`src/rtl/tagarith_pkg.sv`:
```
package tagarith_pkg;
  typedef struct packed {
    logic n;
    logic z;
    logic v;
    logic c;
  } cc_t;
endpackage

```
`src/rtl/tag_detect.sv`:
```
module tag_detect #(
  parameter int TAG_W = 2
) (
  input  logic [TAG_W-1:0] tag_a,
  input  logic [TAG_W-1:0] tag_b,
  output logic             mismatch
);
  generate
    if (TAG_W > 0) begin : g_tag
      assign mismatch = |(tag_a | tag_b);
    end else begin : g_notag
      assign mismatch = 1'b0;
    end
  endgenerate
endmodule

```
`src/rtl/addsub_core.sv`:
```
module addsub_core
  import tagarith_pkg::*;
#(
  parameter int DATA_W = 32
) (
  input  logic [DATA_W-1:0] a,
  input  logic [DATA_W-1:0] b,
  input  logic              sub,
  output logic [DATA_W-1:0] sum,
  output cc_t               cc
);
  localparam int MSB = DATA_W - 1;

  logic [DATA_W-1:0] b_eff;
  logic [DATA_W:0]   wide;

  always_comb begin
    b_eff = sub ? ~b : b;
    wide  = {1'b0, a} + {1'b0, b_eff} + {{DATA_W{1'b0}}, sub};
    sum   = wide[MSB:0];
    cc.n  = sum[MSB];
    cc.z  = (sum == '0);
    // signed overflow: operands agree in sign, result differs
    cc.v  = (a[MSB] == b_eff[MSB]) && (sum[MSB] != a[MSB]);
    // carry for add, borrow (inverted carry) for subtract
    cc.c  = sub ? ~wide[DATA_W] : wide[DATA_W];
  end
endmodule

```
`src/rtl/outcome_reg.sv`:
```
module outcome_reg
  import tagarith_pkg::*;
#(
  parameter int DATA_W = 32
) (
  input  logic              clk,
  input  logic              rst,
  input  logic              commit,
  input  logic              fire,
  input  logic [DATA_W-1:0] nxt_res,
  input  cc_t               nxt_cc,
  output logic [DATA_W-1:0] res_q,
  output cc_t               cc_q,
  output logic              we_q,
  output logic              trap_q
);
  always_ff @(posedge clk) begin
    if (rst) begin
      res_q  <= '0;
      cc_q   <= '0;
      we_q   <= 1'b0;
      trap_q <= 1'b0;
    end else begin
      we_q   <= commit;
      trap_q <= fire;
      if (commit) begin
        res_q <= nxt_res;
        cc_q  <= nxt_cc;
      end
    end
  end
endmodule

```
`src/rtl/tagged_arith_unit.sv`:
```
module tagged_arith_unit
  import tagarith_pkg::*;
#(
  parameter int DATA_W = 32,
  parameter int TAG_W  = 2
) (
  input  logic              clk,
  input  logic              rst,
  input  logic              in_valid,
  input  logic              op_sub,
  input  logic              trap_mode,
  input  logic [DATA_W-1:0] opnd_a,
  input  logic [DATA_W-1:0] opnd_b,
  output logic [DATA_W-1:0] res_out,
  output logic              res_we,
  output logic              flag_n,
  output logic              flag_z,
  output logic              flag_v,
  output logic              flag_c,
  output logic              tag_trap
);
  logic              tag_bad;
  logic [DATA_W-1:0] core_sum;
  cc_t               core_cc;
  cc_t               wr_cc;
  cc_t               cc_q;
  logic              fire;
  logic              commit;

  tag_detect #(.TAG_W(TAG_W)) u_tag (
    .tag_a   (opnd_a[TAG_W-1:0]),
    .tag_b   (opnd_b[TAG_W-1:0]),
    .mismatch(tag_bad)
  );

  addsub_core #(.DATA_W(DATA_W)) u_core (
    .a  (opnd_a),
    .b  (opnd_b),
    .sub(op_sub),
    .sum(core_sum),
    .cc (core_cc)
  );

  always_comb begin
    fire   = in_valid & trap_mode & (tag_bad | core_cc.v);
    commit = in_valid & ~fire;
    wr_cc  = core_cc;
    wr_cc.v = trap_mode ? 1'b0 : (core_cc.v | tag_bad);
  end

  outcome_reg #(.DATA_W(DATA_W)) u_out (
    .clk    (clk),
    .rst    (rst),
    .commit (commit),
    .fire   (fire),
    .nxt_res(core_sum),
    .nxt_cc (wr_cc),
    .res_q  (res_out),
    .cc_q   (cc_q),
    .we_q   (res_we),
    .trap_q (tag_trap)
  );

  assign flag_n = cc_q.n;
  assign flag_z = cc_q.z;
  assign flag_v = cc_q.v;
  assign flag_c = cc_q.c;
endmodule

```
`config.mk`:
```
export PLATFORM = sky130hd
export DESIGN_NAME = tagged_arith_unit
export DESIGN_NICKNAME = d
export VERILOG_FILES = /design/src/rtl/tagarith_pkg.sv /design/src/rtl/tag_detect.sv /design/src/rtl/addsub_core.sv /design/src/rtl/outcome_reg.sv /design/src/rtl/tagged_arith_unit.sv
export SDC_FILE = /design/constraint.sdc
export NUM_CORES = 1
export LEC_CHECK = 0
export BUFFER_PORTS_ARGS = -buffer_cell sky130_fd_sc_hd__buf_2
export CAP_MARGIN = 20
export CELL_PAD_IN_SITES_DETAIL_PLACEMENT = 2
export CELL_PAD_IN_SITES_GLOBAL_PLACEMENT = 2
export CORE_MARGIN = 1.5
export CORE_UTILIZATION = 27
export CTS_CLUSTER_SIZE = 8
export DETAILED_ROUTE_END_ITERATION = 16
export PLACE_DENSITY_LB_ADDON = 0.1
export SLEW_MARGIN = 20
export SYNTH_ARGS = -nofsm -noshare
export SYNTH_HDL_FRONTEND = slang
export SYNTH_SLANG_ARGS = --single-unit
```
`constraint.sdc`:
```
create_clock -name clk -period 3.65 [get_ports clk]
set_input_delay 0.5475 -clock clk [delete_from_list [all_inputs] [get_ports clk]]
set_output_delay 0.5475 -clock clk [all_outputs]
set_load 0.02 [all_outputs]
```
# After elaboration in Yosys (flattened, before gate mapping)
# Cells that the tools add are included.
# totals
output_inout_bits,38
input_bits,69
reg_bits,38
elab_cells,25
# op_classes
bitwise,8
n_eq_ne,2
mux,3
add_sub_neg,2
n_reduce_logical,3
# op_table
operator,count
$add 32x32->33,1
$add 33x1->33,1
$logic_not 32->1,1
$mux 32,1
$not 32->32,1
$and 1x1->1,3
$mux 1,2
$not 1->1,2
$or 2x2->2,1
$reduce_or 2->1,1
$eq 1x1->1,1
$logic_and 1x1->1,1
$ne 1x1->1,1
$or 1x1->1,1

# Depth between registers and ports, before layout
# Gate-level depths: netlist (run 1).
# logic_depth
depth_word,10
mapped_depth,16
mapped_depth_nobuf,13

# Modules after synthesis
# A second synthesis (run 1) with hierarchy kept.
# unflattened
cells_unflattened,461
area_unflattened_um2,3768.6
# modules_own_cells
mod,seq_area_each_um2,cells_each,n_inst,area_per_inst_um2
addsub_core,0.0,334,1,2376.0
outcome_reg,760.7,120,1,1358.8
tagged_arith_unit,0.0,6,1,26.3
tag_detect,0.0,1,1,7.5

# Least setup slack after synthesis (run 1)
# No wires, ideal clock.
# synth_timing
path_kind,input-to-reg
start,input port op_sub
end,"register, netlist name u_out.cc_q[2]"
path_slack_ps,-239
cell_stages,14
arrival_ps,3801
required_time_ps,3562
cell_sequence,buf_6 > clkbuf_1 > xor2_1 > ha_1 > a211oi_2 > o21bai_1 > or3_4 > nand2_2 > xnor2_1 > or4b_1 > nor4_2 > nand4b_1 > or4b_1 > o32ai_2
# synth_via
elab_chain_cells,9
elab_cells_between_ends,11
# synth_rtl
element,line_no,source
from (decl),tagged_arith_unit.sv:10,"input logic op_sub,"
$mux 32,addsub_core.sv:18,b_eff = sub ? ~b : b;
$add 32x32->33,addsub_core.sv:19,"wide = {1'b0, a} + {1'b0, b_eff} + {{DATA_W{1'b0}}, sub};"
$add 33x1->33,addsub_core.sv:19,
$ne 1x1->1,addsub_core.sv:24,cc.v = (a[MSB] == b_eff[MSB]) && (sum[MSB] != a[MSB]);
$logic_and 1x1->1,addsub_core.sv:24,
$or 1x1->1,tagged_arith_unit.sv:45,fire = in_valid & trap_mode & (tag_bad | core_cc.v);
$and 1x1->1,tagged_arith_unit.sv:45,
$not 1->1,tagged_arith_unit.sv:46,commit = in_valid & ~fire;
$and 1x1->1,tagged_arith_unit.sv:46,
# Several ways; a longest one is shown, not always the timed one.
# A chain may end at the register's enable or synchronous reset.

# Worst setup path after layout (run 1)
# layout_timing
start,input port opnd_b[1]
end,"register, netlist name u_out.cc_q[2]"
# layout_via
elab_chain_cells,10
elab_cells_between_ends,13
# layout_rtl
element,line_no,source
from (decl),tagged_arith_unit.sv:13,"input logic [DATA_W-1:0] opnd_b,"
$not 32->32,addsub_core.sv:18,
$mux 32,addsub_core.sv:18,
$add 32x32->33,addsub_core.sv:19,
$add 33x1->33,addsub_core.sv:19,
$ne 1x1->1,addsub_core.sv:24,
$logic_and 1x1->1,addsub_core.sv:24,
$or 1x1->1,tagged_arith_unit.sv:45,
$and 1x1->1,tagged_arith_unit.sv:45,
$not 1->1,tagged_arith_unit.sv:46,
$and 1x1->1,tagged_arith_unit.sv:46,
# Several ways; a longest one is shown, not always the timed one.

==> results.md, run 1 <==
- Seq/Total Area, Yosys: 0.208
- Num CTS Buffers: 5
- Worst Max-Slew Pin Slew: 0.494 ns
- Final hold viol count: 0
- Worst-path cell chain: buf_6 -> xor2_2 -> inv_1 -> fa_2 -> buf_4 -> nor2b_4 -> o31ai_4 -> buf_4 -> a211o_1 -> a21oi_1 -> buf_4 -> nand2_1 -> nand2_1 -> xor2_1 -> nor4_2 -> buf_4 -> or4b_4 -> o32ai_2
- Fin worst setup slack: -0.0746 ns
- DP Area: between 0.005 and 0.006 mm²
- Required time worst endpoint: ~3.9 ns
- Async SR Flop Fraction: 0
- # setup viols final: 1
- Clk buf depth: 2
- IO Count: 107
- Row count: 41
- Net Sw Frac: 0.403
- Synth Area in Compound Gates: 0.224
- Synth area leader: dfxtp_1
- Relative slew slack: 0.668
- CP max FO: 3
- Die area: 0.0139 mm²
- Share of the synthesized area in the top cell type: 0.208
- Clock skew: 0 ns
- Synth cell types: 65
- CTS root buf: clkbuf_16
- Final instance area: between 0.005 and 0.006 mm²
- WL/cell: slightly below 20 µm
- EDFF count, synth: 0
- Vias in the first global route: about 4.7k
- Fin util: 0.463
- Critical Path Sink Type: register
- Total track usage: 0.212
- Clock Power Share: 0.192
- Synthesized area: 0.00356 mm²
- Commonest cells in the netlist: nor2_1 (51), xor2_1 (42), dfxtp_1 (37)
- Post-route minimum period: 3.72 ns
- DP Wirelength: roughly 12,000 µm
- Top FF cell, synth: dfxtp_1
- Largest family of logic cells by synthesized area: compound AO/OA/AOI/OAI gates
- Drt total wl: 16,400 µm
- CP delay by family, top: simple AND/OR/NAND/NOR gates
- Crit Path Category: input port to register
- Int Pwr: between 1 and 1.5 mW
- Crit-path max cell delay: ~0.45 ns
- Core ar.: between 0.01 and 0.015 mm²
- Vias/cell: 5.04
- Worst-skew pair later-pin latency: between 0.2 and 0.3 ns
- Htree depth: 2
- Post-Syn Nets: about 540
- Fmax: between 0.2 and 0.3 GHz
- Die H: roughly 120 µm
- Final max-slew violation count: 0
- Routed via count: roughly 4.3k
- Final ANT Viol Nets: 0
- Status: finished with violations
- Post-synthesis xor/xnor area fraction: 0.153
- CP max stage cell: or4b_4
- Switch Pwr: about 0.97 mW
- Gp weighted congestion: slightly below 0.9
- Iteration-0 DRC Markers: 143
- Initial Util: 0.280
- Gate power share: 0.611
- Synth area leaders: dfxtp_1 (21%), ha_1 (12%), xor2_1 (10%)
- Maxcap violations: 0
- Peak supply drop: roughly 0.18 mV
- Chip width: 118 µm
- CTS clk-pin slew, worst paths: around 0.070 ns
- Avg Synthesized Cell Area: between 8 and 9 µm²
- Post-synthesis adder-cell area fraction: 0.122
- IO buf count: roughly 110
- Ratio of cells with drive above 1 in the final layout: 0.456
- Drt pass-1 iters: 4
- Mapped Cells: ~440
- Power per cell area: roughly 400 mW/mm²
- Bufs and invs on worst path: 6
- Pleak: between 2 and 3 nW
- Multiplexer share of the synthesized area: 0.0718
- Sequential Power Share: 0.197
- Post-Synth Simple-Gate Area: 0.186
- Nets@finish: around 800
- Final period util: 1.02
- Critical path arrival: around 3.9 ns
- Ant diodes: 0
- Reg2reg setup slack: approximately 2.9 ns
- Area growth from synthesis to layout: 65.6%
- First-pass GRT wire length: between 20,000 and 25,000 µm
- Largest net degree at the start of global routing: 38
- Hold buffers post-CTS: 0
- Startpoint types: input port
- Failing checks: setup timing
- Unrepaired setup endpoints after global routing: true
- Yosys warns: 0
- Antenna violations before repair: 0
- DRC viols: 0
- Total grt overflow: 0
- Most frequent cell on the critical path: buf_4
- CTS tree: done
- Classification of the worst-slack hold path: input port to register
- Top-count cell post-synth: nor2_1
- Sink Count: 37
- Seq cells post-synth: 37
[cells in the final DEF (no fill, tap or decap), types with 4 or more instances in the layout]
cell type,Yosys,layout
o21a_1,7,7
nand4_1,10,10
nor4_1,6,5
o21bai_1,5,4
buf_2,2,104
xor2_1,42,39
nor2_1,51,50
a21o_1,4,4
ha_1,33,32
xnor2_1,20,17
nor3_1,5,5
nand2_1,26,26
mux2i_2,1,5
o31ai_1,7,6
clkbuf_16,0,10
buf_12,0,5
o21ai_1,3,8
buf_6,1,4
a211oi_1,6,6
inv_1,10,10
mux2i_1,23,18
nor2b_1,5,4
a21oi_2,0,7
o21ai_0,26,19
dfxtp_1,37,37
buf_4,3,134
a21oi_1,36,29
[final timing paths]
check,from,to,cells past startpoint
min,trap_mode,u_out.we_q,2
max,opnd_b[1],u_out.cc_q[2],18
max reg2reg,u_out.res_q[13],u_out.res_q[13],3
min reg2reg,u_out.res_q[20],u_out.res_q[20],2
[layout make-up]
type,instances,area (µm²)
tap,172,215
timing repair buffer,253,1810
multi-input combinational,374,2930
fill,1484,6840
sequential,37,741
clock inverter,2,13.8
inverter,10,37.5
clock buffer,6,139
[timing repair]
item / in CTS / in global routing
cloned: 0 / 5
setup endpoints to repair: 25 / 34
pin swaps: 8 / 13
resized for setup: 23 / 41
buffers inserted: 3 / 7
[sequential cells by signal, summed over array words and instances (netlist names)]
name          flops
u_out.res_q      32
u_out.cc_q        3
u_out.we_q        1
u_out.trap_q      1
[layer usage]
layer  GRT usage  vias to the layer above  wire (µm)  part of all wire
li1            -                     2079          -                 -
met1       0.263                     2127       7170              0.44
met2       0.395                       82       8590              0.52
met3      0.0247                       18        405             0.025
met4      0.0373                        0        235             0.014
met5           0                        -          0                 0
[cell families after synthesis]
group,after synthesis
AND/OR/NAND/NOR,131
AO/OA/AOI/OAI,122
XOR/XNOR,62
flip-flops,37
adder cells (fa/ha/maj),34
buffers and inverters,28
multiplexers,25
[through the flow]
step	hold slack, ns	power [mW]	setup slack [ns]	TNS, ns	std cells
5_1_grt	0.492	2.55	-0.189	-2.11	854
4_1_cts	0.496	2.28	-0.104	-0.104	843
6_report	0.490	2.41	-0.0746	-0.0746	854
2_1_floorplan	0.549	1.11	0.00840	0	439
3_5_place_dp	0.487	1.78	-0.533	-11.02	832
3_3_place_gp	0.468	1.72	-0.447	-5.78	832
[power groups by stage]
| stage | Sequential [mW] | Combinational (mW) | Clock [mW] |
|---|---|---|---|
| 3_3_place_gp | 0.479 | 1.24 | 0 |
| 3_5_place_dp | 0.481 | 1.29 | 0 |
| 5_1_grt | 0.479 | 1.59 | 0.482 |
| 4_1_cts | 0.472 | 1.35 | 0.460 |
| 6_report | 0.475 | 1.48 | 0.463 |
| 2_1_floorplan | 0.526 | 0.588 | 0 |
(Power assumes the default switching activity.)
==> run 2: changes to the inputs <==
--- a/config.mk
+++ b/config.mk
@@ -14,6 +14,7 @@
 export CTS_CLUSTER_SIZE = 8
 export DETAILED_ROUTE_END_ITERATION = 16
 export PLACE_DENSITY_LB_ADDON = 0.1
+export SKIP_LAST_GASP = 1
 export SLEW_MARGIN = 20
 export SYNTH_ARGS = -nofsm -noshare
 export SYNTH_HDL_FRONTEND = slang
==> results.md, run 2 (synthesis results as in run 1) <==
- Chip width: between 100 and 150 µm
- Ant diodes: 0
- Antenna violations before repair: 0
- Max FFs per register: 32
- Worst Max-Slew Pin Slew: about 0.5 ns
- Ratio of cells with drive above 1 in the final layout: 0.455
- Core ar.: approximately 0.013 mm²
- Final instance area: slightly below 0.006 mm²
- DRC viols: 0
- Die area: approximately 0.014 mm²
- Failing checks: setup timing
- Largest net degree at the start of global routing: 38
- Iteration-0 DRC Markers: 180
- Layout Cells excl Fill: between 800 and 900
- Unrepaired setup endpoints after global routing: true
- Most frequent cells in the layout: buf_4 (135), buf_2 (105), nor2_1 (50)
- Power per cell area: slightly above 400 mW/mm²
- Die H: 118 µm
- Bufs and invs on worst path: 6
- Most frequent cell on the critical path: buf_4
- Vias/cell: around 5
- Critical Path Sink Type: register
- Nets@finish: just under 800
- Initial Util: 0.280
- Final ANT Viol Nets: 0
- Startpoint types: input port
- CP delay by family, top: simple AND/OR/NAND/NOR gates
- Pleak: approximately 2.7 nW
- Crit Path Category: input port to register
- Fin worst setup slack: -0.103 ns
- Final period util: 1.03
- Crit-path max cell delay: roughly 0.45 ns
- CTS root buf: clkbuf_16
- Required time worst endpoint: roughly 3.9 ns
- WL/cell: a little under 20 µm
- # setup viols final: 1
- WHS: 0.494 ns
- Drt pass-1 iters: 4
- Post-place setup slack: -0.533 ns
- CP max stage cell: or4b_4
- Status: finished with violations
- Final hold viol count: 0
- Placed cells: around 830
- Routed via count: between 4k and 5k
- Total track usage: 0.212
- DP Wirelength: around 12,000 µm
- Relative slew slack: 0.653
- Hold buffers post-CTS: 0
- Worst-skew pair later-pin latency: 0.29 ns
- Final max-slew violation count: 0
- DP Area: around 0.0052 mm²
- Most common cell after layout, fill and taps aside: buf_4
- Worst-path cell chain: buf_2 -> xor2_2 -> inv_1 -> fa_2 -> buf_4 -> nor2b_4 -> o31ai_4 -> buf_4 -> a211o_1 -> a21oi_1 -> buf_4 -> nand2_1 -> nand2_1 -> xor2_1 -> nor4_2 -> buf_4 -> or4b_4 -> o32ai_2
- Maxcap violations: 0
- Htree depth: 2
- Largest registers: u_out.res_q (32), u_out.cc_q (3)
- Classification of the worst-slack hold path: input port to register
- Clk buf depth: 2
- Filler cell count: roughly 1.5k
- Total grt overflow: 0
- IO buf count: 106
- First-pass GRT wire length: 24,100 µm
- Peak supply drop: between 0.15 and 0.2 mV
- Overall Power: ~2.4 mW
- Area growth from synthesis to layout: 65.1%
- CTS tree: done
- Largest Register: u_out.res_q
- CTS clk-pin slew, worst paths: roughly 0.060 ns
- Num CTS Buffers: 5
- Clock skew: 0 ns
- Gp weighted congestion: a little under 0.9
- Fin util: 0.461
- CP max FO: 3
- Sink Count: 37
- IO Count: ~110
- Vias in the first global route: 4,702
- Post-route minimum period: 3.75 ns
- Fmax: 0.266 GHz
- Row count: 41
- Drt total wl: about 17,000 µm
- Post-route setup TNS: -0.103 ns
- Critical path arrival: slightly below 4 ns
-- run 2: worst paths after layout --
| check | startpoint | slack (ns) | end | cells after the start |
|---|---|---|---|---|
| setup / recovery | opnd_b[1] | -0.10 | u_out.cc_q[2] | 18 |
| hold / removal | trap_mode | 0.49 | u_out.we_q | 2 |
| setup reg to reg | u_out.res_q[13] | 2.85 | u_out.res_q[13] | 3 |
| hold reg to reg | u_out.res_q[20] | 0.50 | u_out.res_q[20] | 2 |
-- run 2: power breakdown --
part	internal (mW)	switching [mW]	total (mW)
clock network	0.272	0.186	0.458
registers	0.447	0.0286	0.475
logic	0.718	0.758	1.48
-- run 2: final cells by class --
class,count,area (µm²),area share
clock inverter,2,13.8,0.00234
sequential,37,741,0.126
inverter,10,37.5,0.00640
multi-input combinational,374,2920,0.498
clock buffer,6,139,0.0237
timing repair buffer,253,1800,0.307
tap,172,215,0.0367
-- run 2: repair_timing --
action                     4_1_cts  5_1_grt
gates cloned                     0        5
setup endpoints to repair       25       34
resized for setup               23       37
pin swaps                        8       13
setup buffers                    3        7
-- run 2: per-layer routing --
metal | track usage | up-vias | wire length, µm
met1 | 0.263 | 2147 | 7270
met2 | 0.395 | 88 | 8790
met4 | 0.0373 | 0 | 233
met5 | 0 | - | 0
met3 | 0.0247 | 18 | 429
li1 | - | 2080 | -
==> run 3: changes to the inputs <==
--- a/config.mk
+++ b/config.mk
@@ -18,4 +18,5 @@
 export SLEW_MARGIN = 20
 export SYNTH_ARGS = -nofsm -noshare
 export SYNTH_HDL_FRONTEND = slang
+export SYNTH_HIERARCHICAL = 1
 export SYNTH_SLANG_ARGS = --single-unit
==> constraint.sdc (replaced) <==
create_clock -name clk -period 3.65 [get_ports clk]
set_input_delay 0.73 -clock clk [delete_from_list [all_inputs] [get_ports clk]]
set_output_delay 0.73 -clock clk [all_outputs]
set_load 0.02 [all_outputs]
==> results.md, run 3 <==
- Status: finished with violations
- Failing checks: setup timing
- Required time worst endpoint: ~3.9 ns
- Total grt overflow: 0
- Core ar.: approximately 0.013 mm²
- Net Sw Frac: 0.386
- Clk buf depth: 2
- Most common cell after layout, fill and taps aside: buf_4
- Ant diodes: 0
- IO Count: roughly 110
- Num CTS Buffers: 5
- Critical path arrival: between 4 and 5 ns
- Mapped Cells: 461
- Final ANT Viol Nets: 0
- Synthesized area: between 0.003 and 0.004 mm²
- Area growth from synthesis to layout: 66.9%
- Most frequent cell on the critical path: buf_12
- Gate power share: 0.585
- Top FF cell, synth: dfxtp_1
- Top-count cell post-synth: nor2_1
- Row count: 42
- Fmax: approximately 0.25 GHz
- Antenna violations before repair: 0
- Ratio of cells with drive above 1 in the final layout: 0.490
- DP Wirelength: around 13,000 µm
- Met1 Wirelength: ~7600 µm
- Top sig layer: met4
- EDFF count, synth: 0
- CTS tree: done
- Clock skew: 0 ns
- Pleak: ~2.9 nW
- Post-route minimum period: 3.96 ns
- Commonest cells in the netlist: nor2_1 (60), xor2_1 (39), dfxtp_1 (38)
- Power per cell area: between 400 and 500 mW/mm²
- Chip width: 121 µm
- Yosys warns: 6
- Routed via count: 4,545
- Int Pwr: between 1.5 and 2 mW
- DRC viols: 0
- Gp weighted congestion: ~0.81
- CTS root buf: clkbuf_16
- Sink Count: 38
- Max FFs per register: 32
- Nets@finish: roughly 820
- Seq/Total Area, Yosys: 0.202
- Synth area leaders: dfxtp_1 (20%), ha_1 (11%), mux2i_1 (9.6%)
- Vias in the first global route: around 5.0k
- Final period util: 1.09
- Initial Util: 0.280
- RR Endpoint: u_out/res_q[11]
- Most frequent cells in the layout: buf_4 (150), buf_2 (105), nor2_1 (56)
- Worst r2r src: u_out/res_q[11]
- Startpoint types: input port
- Worst Max-Slew Pin Slew: 0.785 ns
- Total track usage: 0.229
- Sequential Power Share: 0.185
- # setup viols final: 37
- Synth area leader: dfxtp_1
- Worst-skew pair later-pin latency: between 0.2 and 0.3 ns
- CP endpoint: u_out/cc_q[2]
- Htree depth: 2
- Unrepaired setup endpoints after global routing: true
- Classification of the worst-slack hold path: register to register
- Fin worst setup slack: -0.313 ns
- Final max-slew violation count: 0
- Largest Register: u_out/res_q
- Final hold viol count: 0
- Post-Syn Nets: ~560
- Drt total wl: roughly 19,000 µm
- Maxcap violations: 0
- Iteration-0 DRC Markers: 152
- CP max stage cell: or4b_4
- Met3 routed WL: ~490 µm
- WHS: 0.496 ns
- Crit Path Category: input port to register
- DP Area: 0.00546 mm²
- Clock Power Share: 0.230
- R2r worst-path depth: 2
- Largest registers: u_out/res_q (32), u_out/cc_q (4)
- Crit-path max cell delay: approximately 0.50 ns
- CP max FO: 8
- Switch Pwr: between 1 and 1.5 mW
- Die area: between 0.01 and 0.015 mm²
- Avg Synthesized Cell Area: between 8 and 9 µm²
- Die H: 121 µm
- Synth cell types: 65
- Critical Path Sink Type: register
- WL/cell: 20.9 µm
- Worst-path cell chain: buf_12 -> buf_12 -> xor2_1 -> ha_2 -> nand4_1 -> nor2_2 -> and4_4 -> o311a_4 -> or3_4 -> a2111oi_4 -> or4b_4 -> nor4_2 -> nor4b_2 -> mux2i_1 -> nor2_1
- First-pass GRT wire length: roughly 26,000 µm
- Async SR Flop Fraction: 0
- Vias/cell: around 5
- CTS clk-pin slew, worst paths: approximately 0.06 ns
- Relative slew slack: 0.477
- Final instance area: between 0.006 and 0.007 mm²
- CP startpoint: op_sub
- Peak supply drop: between 0.2 and 0.25 mV
- Seq cells post-synth: 38
- Largest net degree at the start of global routing: 39
- Share of the synthesized area in the top cell type: 0.202
- Drt pass-1 iters: 4
- IO buf count: around 110
- Met2 wire length: roughly 10,000 µm
- Reg2reg setup slack: ~2.9 ns
run 3: repair_timing:
item | CTS | global route
cloned | 4 | 0
pin swaps | 25 | 16
buffers inserted | 14 | 9
setup endpoints to repair | 37 | 38
hold buffers | 0 | 0
resized for setup | 46 | 30
run 3: layout make-up:
cell class                      count  area [µm²]
Multi-Input combinational cell    390        3140
Fill cell                        1561        7160
Inverter                           11        42.5
Clock buffer                        6         139
Tap cell                          176         220
Timing Repair Buffer              270        1930
Sequential cell                    38         761
Clock inverter                      2        60.1
run 3: kinds of logic (layout without fill, tap and decap cells):
group / Yosys count / after routing / synth area share
AND/OR/NAND/NOR: 151 / 151 / 0.202
AO/OA/AOI/OAI: 114 / 114 / 0.206
XOR/XNOR: 54 / 54 / 0.125
flip-flops: 38 / 38 / 0.202
multiplexers: 37 / 37 / 0.0993
adder cells (fa/ha/maj): 34 / 34 / 0.115
buffers and inverters: 33 / 289 / 0.0508
run 3: per-stage QoR:
| step | power, mW | std cells | TNS [ns] | setup slack, ns | util |
|---|---|---|---|---|---|
| after CTS | 2.49 | 884 | -4.19 | -0.274 | 0.450 |
| final | 2.61 | 893 | -8.26 | -0.313 | 0.468 |
| after global placement | 1.73 | 858 | -15.83 | -0.596 | 0.406 |
| after global routing | 2.74 | 893 | -12.81 | -0.466 | 0.468 |
| after detailed placement | 1.78 | 858 | -22.56 | -0.822 | 0.406 |
| after floorplan | 1.16 | 461 | -4.82 | -0.429 | - |
run 3: power groups by stage:
| stage | clock (mW) | sequential (mW) | combinational [mW] |
|---|---|---|---|
| 2_1_floorplan | 0 | 0.537 | 0.619 |
| 3_3_place_gp | 0 | 0.487 | 1.24 |
| 3_5_place_dp | 0 | 0.490 | 1.29 |
| 4_1_cts | 0.597 | 0.483 | 1.41 |
| 5_1_grt | 0.627 | 0.488 | 1.63 |
| 6_report | 0.598 | 0.483 | 1.52 |
run 3: worst min-delay path by stage:
stage                          startpoint         endpoint  slack [ns]  depth (start not counted)
after CTS                   u_out/cc_q[3]    u_out/cc_q[3]        0.50                          2
after detailed placement    u_out/cc_q[3]    u_out/cc_q[3]        0.48                          2
after global placement    u_out/res_q[18]  u_out/res_q[18]        0.47                          2
after global routing        u_out/cc_q[3]    u_out/cc_q[3]        0.53                          2
final                       u_out/cc_q[3]    u_out/cc_q[3]        0.50                          2
after floorplan             u_out/cc_q[0]    u_out/cc_q[0]        0.58                          2
run 3: routing by layer:
| metal | up-vias | GRT usage |
|---|---|---|
| met1 | 2252 | 0.255 |
| met5 | - | 0 |
| met4 | 0 | 0.0507 |
| li1 | 2175 | - |
| met3 | 26 | 0.0296 |
| met2 | 92 | 0.455 |
run 3: critical path, delay by kind of cell:
kind	cells	cell delay [ns]
compound gates	2	0.72
xor+xnor	1	0.16
fa+ha+maj	1	0.33
buf+inv	2	0.28
mux	1	0.11
simple gates	8	1.82
